==> config.mk <==
export PLATFORM = sky130hd
export DESIGN_NAME = flash_cmd_sequencer
export DESIGN_NICKNAME = d
export VERILOG_FILES = /design/src/rtl/fcs_pkg.sv /design/src/rtl/fcs_ctrl.sv /design/src/rtl/fcs_datapath.sv /design/src/rtl/flash_cmd_sequencer.sv
export SDC_FILE = /design/constraint.sdc
export NUM_CORES = 1
export LEC_CHECK = 0
export ABC_AREA = 0
export ABC_CLOCK_PERIOD_IN_PS = 8900
export BUFFER_PORTS_ARGS = -buffer_cell sky130_fd_sc_hd__buf_2
export CORE_ASPECT_RATIO = 0.6
export CORE_UTILIZATION = 38
export CTS_CLUSTER_DIAMETER = 30
export DETAILED_ROUTE_END_ITERATION = 16
export GPL_TIMING_DRIVEN = 0
export PLACE_DENSITY = 0.63
export SKIP_LAST_GASP = 1
export SLEW_MARGIN = 20
export SYNTH_ARGS = -nofsm -noshare
export SYNTH_HDL_FRONTEND = slang
export SYNTH_SLANG_ARGS = --single-unit
==> constraint.sdc <==
create_clock -name clk -period 8.9 [get_ports clk]
set_clock_uncertainty 0.2 [all_clocks]
set_input_delay 1.335 -clock clk [delete_from_list [all_inputs] [get_ports clk]]
set_output_delay 1.335 -clock clk [all_outputs]
set_load 0.01 [all_outputs]
==> src/rtl/fcs_pkg.sv <==
package fcs_pkg;
  localparam logic [15:0] KEY_ADDR_A = 16'h5555;
  localparam logic [15:0] KEY_ADDR_B = 16'h2AAA;
  localparam logic [7:0]  KEY_DATA_A = 8'hAA;
  localparam logic [7:0]  KEY_DATA_B = 8'h55;

  localparam logic [7:0] CMD_RESET    = 8'h00;
  localparam logic [7:0] CMD_STATUS   = 8'h01;
  localparam logic [7:0] CMD_IDREAD   = 8'h02;
  localparam logic [7:0] CMD_VERIFY0  = 8'h04;
  localparam logic [7:0] CMD_VERIFY1  = 8'h08;
  localparam logic [7:0] CMD_CONVERGE = 8'h10;
  localparam logic [7:0] CMD_PROGRAM  = 8'h40;
  localparam logic [7:0] CMD_ERASE    = 8'h80;
  localparam logic [7:0] ERASE_CONFIRM = 8'hFF;

  typedef enum logic [2:0] {
    SEQ_IDLE, SEQ_KEY1, SEQ_KEY2, SEQ_CMD, SEQ_EXEC
  } seqState_t;

  typedef struct packed {
    logic clrTimer;
    logic latchCmd;
    logic latchOp;
    logic setErr;
    logic clrErr;
  } seqStrobes_t;
endpackage

==> src/rtl/fcs_ctrl.sv <==
module fcs_ctrl
  import fcs_pkg::*;
#(
  parameter int ADDR_W = 17
) (
  input  logic              clk,
  input  logic              rst_n,
  input  logic              wrStb,
  input  logic [ADDR_W-1:0] wrAddr,
  input  logic [7:0]        wrData,
  input  logic              lowSupply,
  input  logic              pwrDownN,
  input  logic [7:0]        cmdCode,
  input  logic              gapExpired,
  input  logic              execDone,
  output seqStrobes_t       strobes,
  output logic              execActive
);
  localparam logic [ADDR_W-1:0] ADDR_A = ADDR_W'(KEY_ADDR_A);
  localparam logic [ADDR_W-1:0] ADDR_B = ADDR_W'(KEY_ADDR_B);

  seqState_t state, nextState;
  logic isKeyA, isKeyB, cmdAddrOk, multiBit;

  assign isKeyA    = (wrAddr == ADDR_A) && (wrData == KEY_DATA_A);
  assign isKeyB    = (wrAddr == ADDR_B) && (wrData == KEY_DATA_B);
  assign cmdAddrOk = (wrAddr == ADDR_A);
  assign multiBit  = ($countones(wrData) > 1);

  always_comb begin
    nextState = state;
    strobes   = '0;
    if (!pwrDownN) begin
      nextState = SEQ_IDLE;
    end else begin
      unique case (state)
        SEQ_IDLE: if (wrStb) begin
          if (isKeyA) begin
            nextState        = SEQ_KEY1;
            strobes.clrTimer = 1'b1;
          end else begin
            strobes.setErr = 1'b1;
          end
        end
        SEQ_KEY1: if (wrStb) begin
          if (gapExpired || !isKeyB) begin
            strobes.setErr = 1'b1;
            nextState      = SEQ_IDLE;
          end else begin
            nextState        = SEQ_KEY2;
            strobes.clrTimer = 1'b1;
          end
        end
        SEQ_KEY2: if (wrStb) begin
          if (gapExpired || !cmdAddrOk || multiBit) begin
            strobes.setErr = 1'b1;
            nextState      = SEQ_IDLE;
          end else begin
            nextState        = SEQ_CMD;
            strobes.clrTimer = 1'b1;
            strobes.latchCmd = 1'b1;
          end
        end
        SEQ_CMD: if (wrStb) begin
          if (gapExpired) begin
            strobes.setErr = 1'b1;
            nextState      = SEQ_IDLE;
          end else if (cmdCode == CMD_RESET) begin
            strobes.clrErr = 1'b1;
            nextState      = SEQ_IDLE;
          end else if (cmdCode == CMD_ERASE && wrData != ERASE_CONFIRM) begin
            strobes.setErr = 1'b1;
            nextState      = SEQ_IDLE;
          end else begin
            strobes.latchOp  = 1'b1;
            strobes.clrTimer = 1'b1;
            nextState        = SEQ_EXEC;
          end
        end
        SEQ_EXEC: begin
          if (lowSupply) begin
            strobes.setErr = 1'b1;
            nextState      = SEQ_IDLE;
          end else if (execDone) begin
            nextState = SEQ_IDLE;
          end
        end
        default: nextState = SEQ_IDLE;
      endcase
    end
  end

  always_ff @(posedge clk) begin
    if (!rst_n) state <= SEQ_IDLE;
    else        state <= nextState;
  end

  assign execActive = (state == SEQ_EXEC);


  pwrdn_abort_chk: assert property (@(posedge clk) disable iff (!rst_n)
    !pwrDownN |=> state == SEQ_IDLE);


  err_to_idle_chk: assert property (@(posedge clk) disable iff (!rst_n)
    strobes.setErr |=> state == SEQ_IDLE);
endmodule

==> src/rtl/fcs_datapath.sv <==
module fcs_datapath
  import fcs_pkg::*;
#(
  parameter int ADDR_W     = 17,
  parameter int GAP_CYC    = 15000,
  parameter int SHORT_CYC  = 25000,
  parameter int ERASE_CYC  = 100000,
  parameter int VERIFY_CYC = 2500
) (
  input  logic              clk,
  input  logic              rst_n,
  input  seqStrobes_t       strobes,
  input  logic              execActive,
  input  logic [ADDR_W-1:0] wrAddr,
  input  logic [7:0]        wrData,
  output logic [7:0]        cmdCode,
  output logic [ADDR_W-1:0] opAddr,
  output logic [7:0]        opData,
  output logic              errFlag,
  output logic              gapExpired,
  output logic              execDone,
  output logic              verifyWait
);
  localparam int LONGEST = (ERASE_CYC > GAP_CYC) ? ERASE_CYC : GAP_CYC;
  localparam int TIMER_W = $clog2(LONGEST + 2);
  localparam logic [TIMER_W-1:0] GAP_T    = TIMER_W'(GAP_CYC);
  localparam logic [TIMER_W-1:0] SHORT_T  = TIMER_W'(SHORT_CYC - 1);
  localparam logic [TIMER_W-1:0] ERASE_T  = TIMER_W'(ERASE_CYC - 1);
  localparam logic [TIMER_W-1:0] VERIFY_T = TIMER_W'(VERIFY_CYC);

  logic [TIMER_W-1:0] timer;
  logic [TIMER_W-1:0] lastTick;

  always_ff @(posedge clk) begin
    if (!rst_n) timer <= '0;
    else if (strobes.clrTimer) timer <= '0;
    else if (timer != '1) timer <= timer + 1'b1;
  end

  always_ff @(posedge clk) begin
    if (!rst_n) begin
      cmdCode <= CMD_RESET;
      opAddr  <= '0;
      opData  <= '0;
    end else begin
      if (strobes.latchCmd) cmdCode <= wrData;
      if (strobes.latchOp) begin
        opAddr <= wrAddr;
        opData <= wrData;
      end
    end
  end

  always_ff @(posedge clk) begin
    if (!rst_n)              errFlag <= 1'b0;
    else if (strobes.setErr) errFlag <= 1'b1;
    else if (strobes.clrErr) errFlag <= 1'b0;
  end

  assign lastTick   = (cmdCode == CMD_ERASE) ? ERASE_T : SHORT_T;
  assign gapExpired = (timer >= GAP_T);
  assign execDone   = execActive && (timer == lastTick);
  assign verifyWait = execActive && (timer < VERIFY_T) &&
                      ((cmdCode == CMD_VERIFY0) || (cmdCode == CMD_VERIFY1));


  operand_hold_chk: assert property (@(posedge clk) disable iff (!rst_n)
    execActive && $past(execActive) |-> $stable(opAddr) && $stable(opData));


  exec_bound_chk: assert property (@(posedge clk) disable iff (!rst_n)
    execActive |-> timer <= ERASE_T);
endmodule

==> src/rtl/flash_cmd_sequencer.sv <==
module flash_cmd_sequencer
  import fcs_pkg::*;
#(
  parameter int ADDR_W        = 17,
  parameter int CYCLES_PER_US = 100,
  parameter int GAP_US        = 150,
  parameter int SHORT_US      = 250,
  parameter int ERASE_US      = 1000,
  parameter int VERIFY_US     = 25
) (
  input  logic              clk,
  input  logic              rst_n,
  input  logic              wrStb,
  input  logic [ADDR_W-1:0] wrAddr,
  input  logic [7:0]        wrData,
  input  logic              lowSupply,
  input  logic              pwrDownN,
  output logic              busy,
  output logic              readReady,
  output logic [7:0]        statusByte,
  output logic              errFlag,
  output logic              progReq,
  output logic              eraseReq,
  output logic [7:0]        activeCmd,
  output logic [ADDR_W-1:0] opAddr,
  output logic [7:0]        opData
);
  localparam int GAP_CYC    = GAP_US * CYCLES_PER_US;
  localparam int SHORT_CYC  = SHORT_US * CYCLES_PER_US;
  localparam int ERASE_CYC  = ERASE_US * CYCLES_PER_US;
  localparam int VERIFY_CYC = VERIFY_US * CYCLES_PER_US;

  seqStrobes_t strobes;
  logic execActive, gapExpired, execDone, verifyWait;
  logic [7:0] cmdCode;

  fcs_ctrl #(.ADDR_W(ADDR_W)) i_ctrl (
    .clk(clk), .rst_n(rst_n), .wrStb(wrStb), .wrAddr(wrAddr), .wrData(wrData),
    .lowSupply(lowSupply), .pwrDownN(pwrDownN), .cmdCode(cmdCode),
    .gapExpired(gapExpired), .execDone(execDone),
    .strobes(strobes), .execActive(execActive)
  );

  fcs_datapath #(
    .ADDR_W(ADDR_W), .GAP_CYC(GAP_CYC), .SHORT_CYC(SHORT_CYC),
    .ERASE_CYC(ERASE_CYC), .VERIFY_CYC(VERIFY_CYC)
  ) i_datapath (
    .clk(clk), .rst_n(rst_n), .strobes(strobes), .execActive(execActive),
    .wrAddr(wrAddr), .wrData(wrData), .cmdCode(cmdCode),
    .opAddr(opAddr), .opData(opData), .errFlag(errFlag),
    .gapExpired(gapExpired), .execDone(execDone), .verifyWait(verifyWait)
  );

  assign busy       = execActive;
  assign readReady  = !verifyWait;
  assign statusByte = {busy, 6'b000000, errFlag};
  assign activeCmd  = busy ? cmdCode : 8'h00;
  assign progReq    = busy && (cmdCode == CMD_PROGRAM);
  assign eraseReq   = busy && (cmdCode == CMD_ERASE);


  lowsup_abort_chk: assert property (@(posedge clk) disable iff (!rst_n)
    busy && lowSupply && pwrDownN |=> !busy && errFlag);


  err_clear_chk: assert property (@(posedge clk) disable iff (!rst_n)
    $fell(errFlag) |-> $past(wrStb && pwrDownN));


  read_gate_chk: assert property (@(posedge clk) disable iff (!rst_n)
    !readReady |-> busy && (activeCmd == CMD_VERIFY0 || activeCmd == CMD_VERIFY1));
endmodule

==> impl_metrics.json <==
{
  "grt.total_usage_pct": 18.8,
  "finalCriticalPeriod_ns": 5.20,
  "first_iter_violations": 183,
  "timing.hold.ws_ns": 0.314,
  "drcViolationCount": 0,
  "first_pass_iters": 4,
  "pre_cts_ws_ns": 3.40,
  "cts_resized": 0,
  "min_path_type": "reg2reg",
  "layout-drive-gt1-share_pct": 25.8,
  "path_max_fanout": 10,
  "reg2reg_from": "i_datapath.timer[11]",
  "synth_cells": 346,
  "clk_pin_slew_worst_paths_ns": 0.07,
  "postCtsSetupRepairBufs": 0,
  "drv_slew": 0,
  "status": "finished clean",
  "fin_cells": 534,
  "crit_path_start_kind": "input pin",
  "diodes": 0,
  "synth_edf_count": 0,
  "h-tree-depth": 2,
  "io_buffers": 68,
  "die-area_mm2": 0.00893,
  "synth_cell_types": 54,
  "post-place-cells": 527,
  "synth_area_leader_cell": "dfxtp_1",
  "cts_sinks": 54,
  "critical_path_class": "in2reg",
  "clk_path_buf_depth": 2,
  "gr-total-overflow": 0,
  "area_growth_pct": 19.4,
  "nNetsFinal": 477,
  "async_reset_ff_share_pct": 0,
  "die_x_um": 121,
  "max-slew-margin-rel_pct": 46.2,
  "synth_top_area_share_pct": 33.3,
  "numCtsBuffers": 5,
  "ys_ff_latch": 54,
  "synth_top_cells_by_area": "dfxtp_1 33%, mux2i_1 11%, nor2b_1 7.1%",
  "worstHoldStart": "i_datapath.opAddr[8]",
  "fin_crit_sh_pct": 58.5,
  "rsz0062_at_grt": "false",
  "endpoint_kind": "flop",
  "power_per_cell_area_mw_per_mm2": 125,
  "cts_root_buffer": "clkbuf_16",
  "r2r_cells": 10,
  "fin_tns_setup_ns": 0,
  "worst_slack_ns": 3.70,
  "gp_congestion": 0.838,
  "worstPathArrival_ns": 5.19,
  "antenna_found_initial": 0,
  "clock_latency_ns": 0.30,
  "drv_cap": 0,
  "ys_warn_count": 0,
  "core-area_mm2": 0.00807,
  "die_h_um": 73.6,
  "io_pins": 76,
  "hpwl_um": 6200,
  "start_util_pct": 40.2,
  "hold_end": "i_datapath.opAddr[8]",
  "ys.flop_type": "dfxtp_1",
  "hold_path_depth": 2,
  "postRouteAntennaNets": 0,
  "routed_wl_um": 7860,
  "drt-vias-per-instance": 5.12,
  "wl_per_cell_um": 14.7,
  "cts_tree": "done",
  "grt_pass1_wl_um": 12700,
  "fill_cells": 789,
  "final-seq-area_mm2": 0.00108,
  "reg2reg_slack_ns": 6.15,
  "leakage_nw": 1.69,
  "seq_area_frac_synth_pct": 33.3,
  "worstMarginPinSlew_ns": 0.800,
  "syn-cell-area_mm2": 0.00325,
  "postCtsHoldBufs": 0,
  "grt_pass1_vias": 2421,
  "final-hold-violation-count": 0,
  "ir_drop_mv": 0.0687,
  "grt_max_degree": 16,
  "setup_violations": 0,
  "syn_avg_cell_area_um2": 9.39,
  "required_ns": 8.89,
  "multi_input_area_mm2": 0.00194,
  "num_vias": 2736,
  "reg2reg_to": "i_datapath.timer[13]",
  "row_count": 25,
  "fmax_mhz": 192
}
==> per-layer routing <==
metal,part of all wire [%],GRT usage (%)
met4,0.87,4.66
met5,0,0
met2,35,24.1
met1,57,29.6
met3,6.7,4.89
==> cell usage after synthesis, types with 9 or more instances <==
| library cell | number |
|---|---|
| and3_1 | 9 |
| buf_4 | 11 |
| dfxtp_1 | 54 |
| ha_1 | 17 |
| inv_1 | 18 |
| mux2i_1 | 36 |
| nand2_1 | 21 |
| nand3_1 | 11 |
| nor2_1 | 19 |
| nor2_2 | 10 |
| nor2b_1 | 37 |
| nor3_1 | 9 |
| xor2_1 | 11 |
==> worst max-delay path, cell delays in order <==
cell      delay, ns
buf_2          0.14
ha_1           0.25
fa_1           0.51
fa_1           0.55
ha_1           0.14
inv_1          0.04
fa_1           0.47
nand2_1        0.05
or3_4          0.33
a2111o_1       0.43
a311o_1        0.41
o21ai_4        0.28
buf_12         0.19
nor2_2         0.05
==> per-stage QoR <==
stage,power [mW],util (%),area (µm²)
after global routing,0.505,48.1,3880
after floorplan,0.280,-,3270
final,0.484,48.1,3880
after CTS,0.490,48.1,3880
after global placement,0.298,46.4,3740
after detailed placement,0.300,46.4,3740
==> layout by cell type (no fill, tap or decap), drive strengths merged, types with 11 or more instances in the layout <==
master,count
buf,82
ha,17
inv,18
xor2,11
mux2i,36
nor2b,37
nor2,29
clkbuf,12
nand3,11
dfxtp,54
nand2,21
==> kinds of logic (layout without fill, tap and decap cells) <==
group,Yosys count,after routing,share of synthesized area [%]
flops,54,54,33.3
xor+xnor,16,16,4.31
simple gates,155,155,28.5
other cells,1,6,0.115
compound gates,24,24,6.09
mux,36,36,11.1
buf+inv,39,114,7.63
fa+ha+maj,21,21,9.01
==> worst max path at each step <==
| stage | cells past startpoint | startpoint | to | slack, ns |
|---|---|---|---|---|
| final | 14 | wrData[0] | i_datapath.timer[10] | 3.70 |
| after floorplan | 13 | wrData[0] | i_datapath.timer[12] | 3.78 |
| after detailed placement | 14 | wrData[0] | i_datapath.timer[10] | 3.40 |
| after CTS | 14 | wrData[0] | i_datapath.timer[8] | 3.70 |
| after global routing | 14 | wrData[0] | i_datapath.timer[13] | 3.58 |
| after global placement | 14 | wrData[0] | i_datapath.timer[10] | 3.43 |
==> registers in the layout, summed over array words and instances, names as in the netlist <==
| name | flops |
|---|---|
| i_datapath.opAddr | 17 |
| i_datapath.errFlag | 1 |
| i_datapath.cmdCode | 8 |
| i_datapath.timer | 17 |
| i_datapath.opData | 8 |
| i_ctrl.state | 3 |
==> area by class of cell <==
| type | instances | area share [%] |
|---|---|---|
| timing repair buffer | 68 | 8.77 |
| tap | 108 | 3.48 |
| clock inverter | 1 | 0.194 |
| clock buffer | 6 | 3.32 |
| sequential | 54 | 27.9 |
| inverter | 18 | 1.74 |
| buffer | 21 | 4.65 |
| multi-input combinational | 258 | 50.0 |
==> where the power goes <==
group          leakage, nW  internal (mW)  switching, mW  total [mW]
Sequential           0.436          0.243        0.00141       0.244
Combinational         1.19         0.0226         0.0272      0.0497
Clock               0.0629          0.103         0.0870       0.190
No activity file was read; power rests on OpenSTA's default activity.
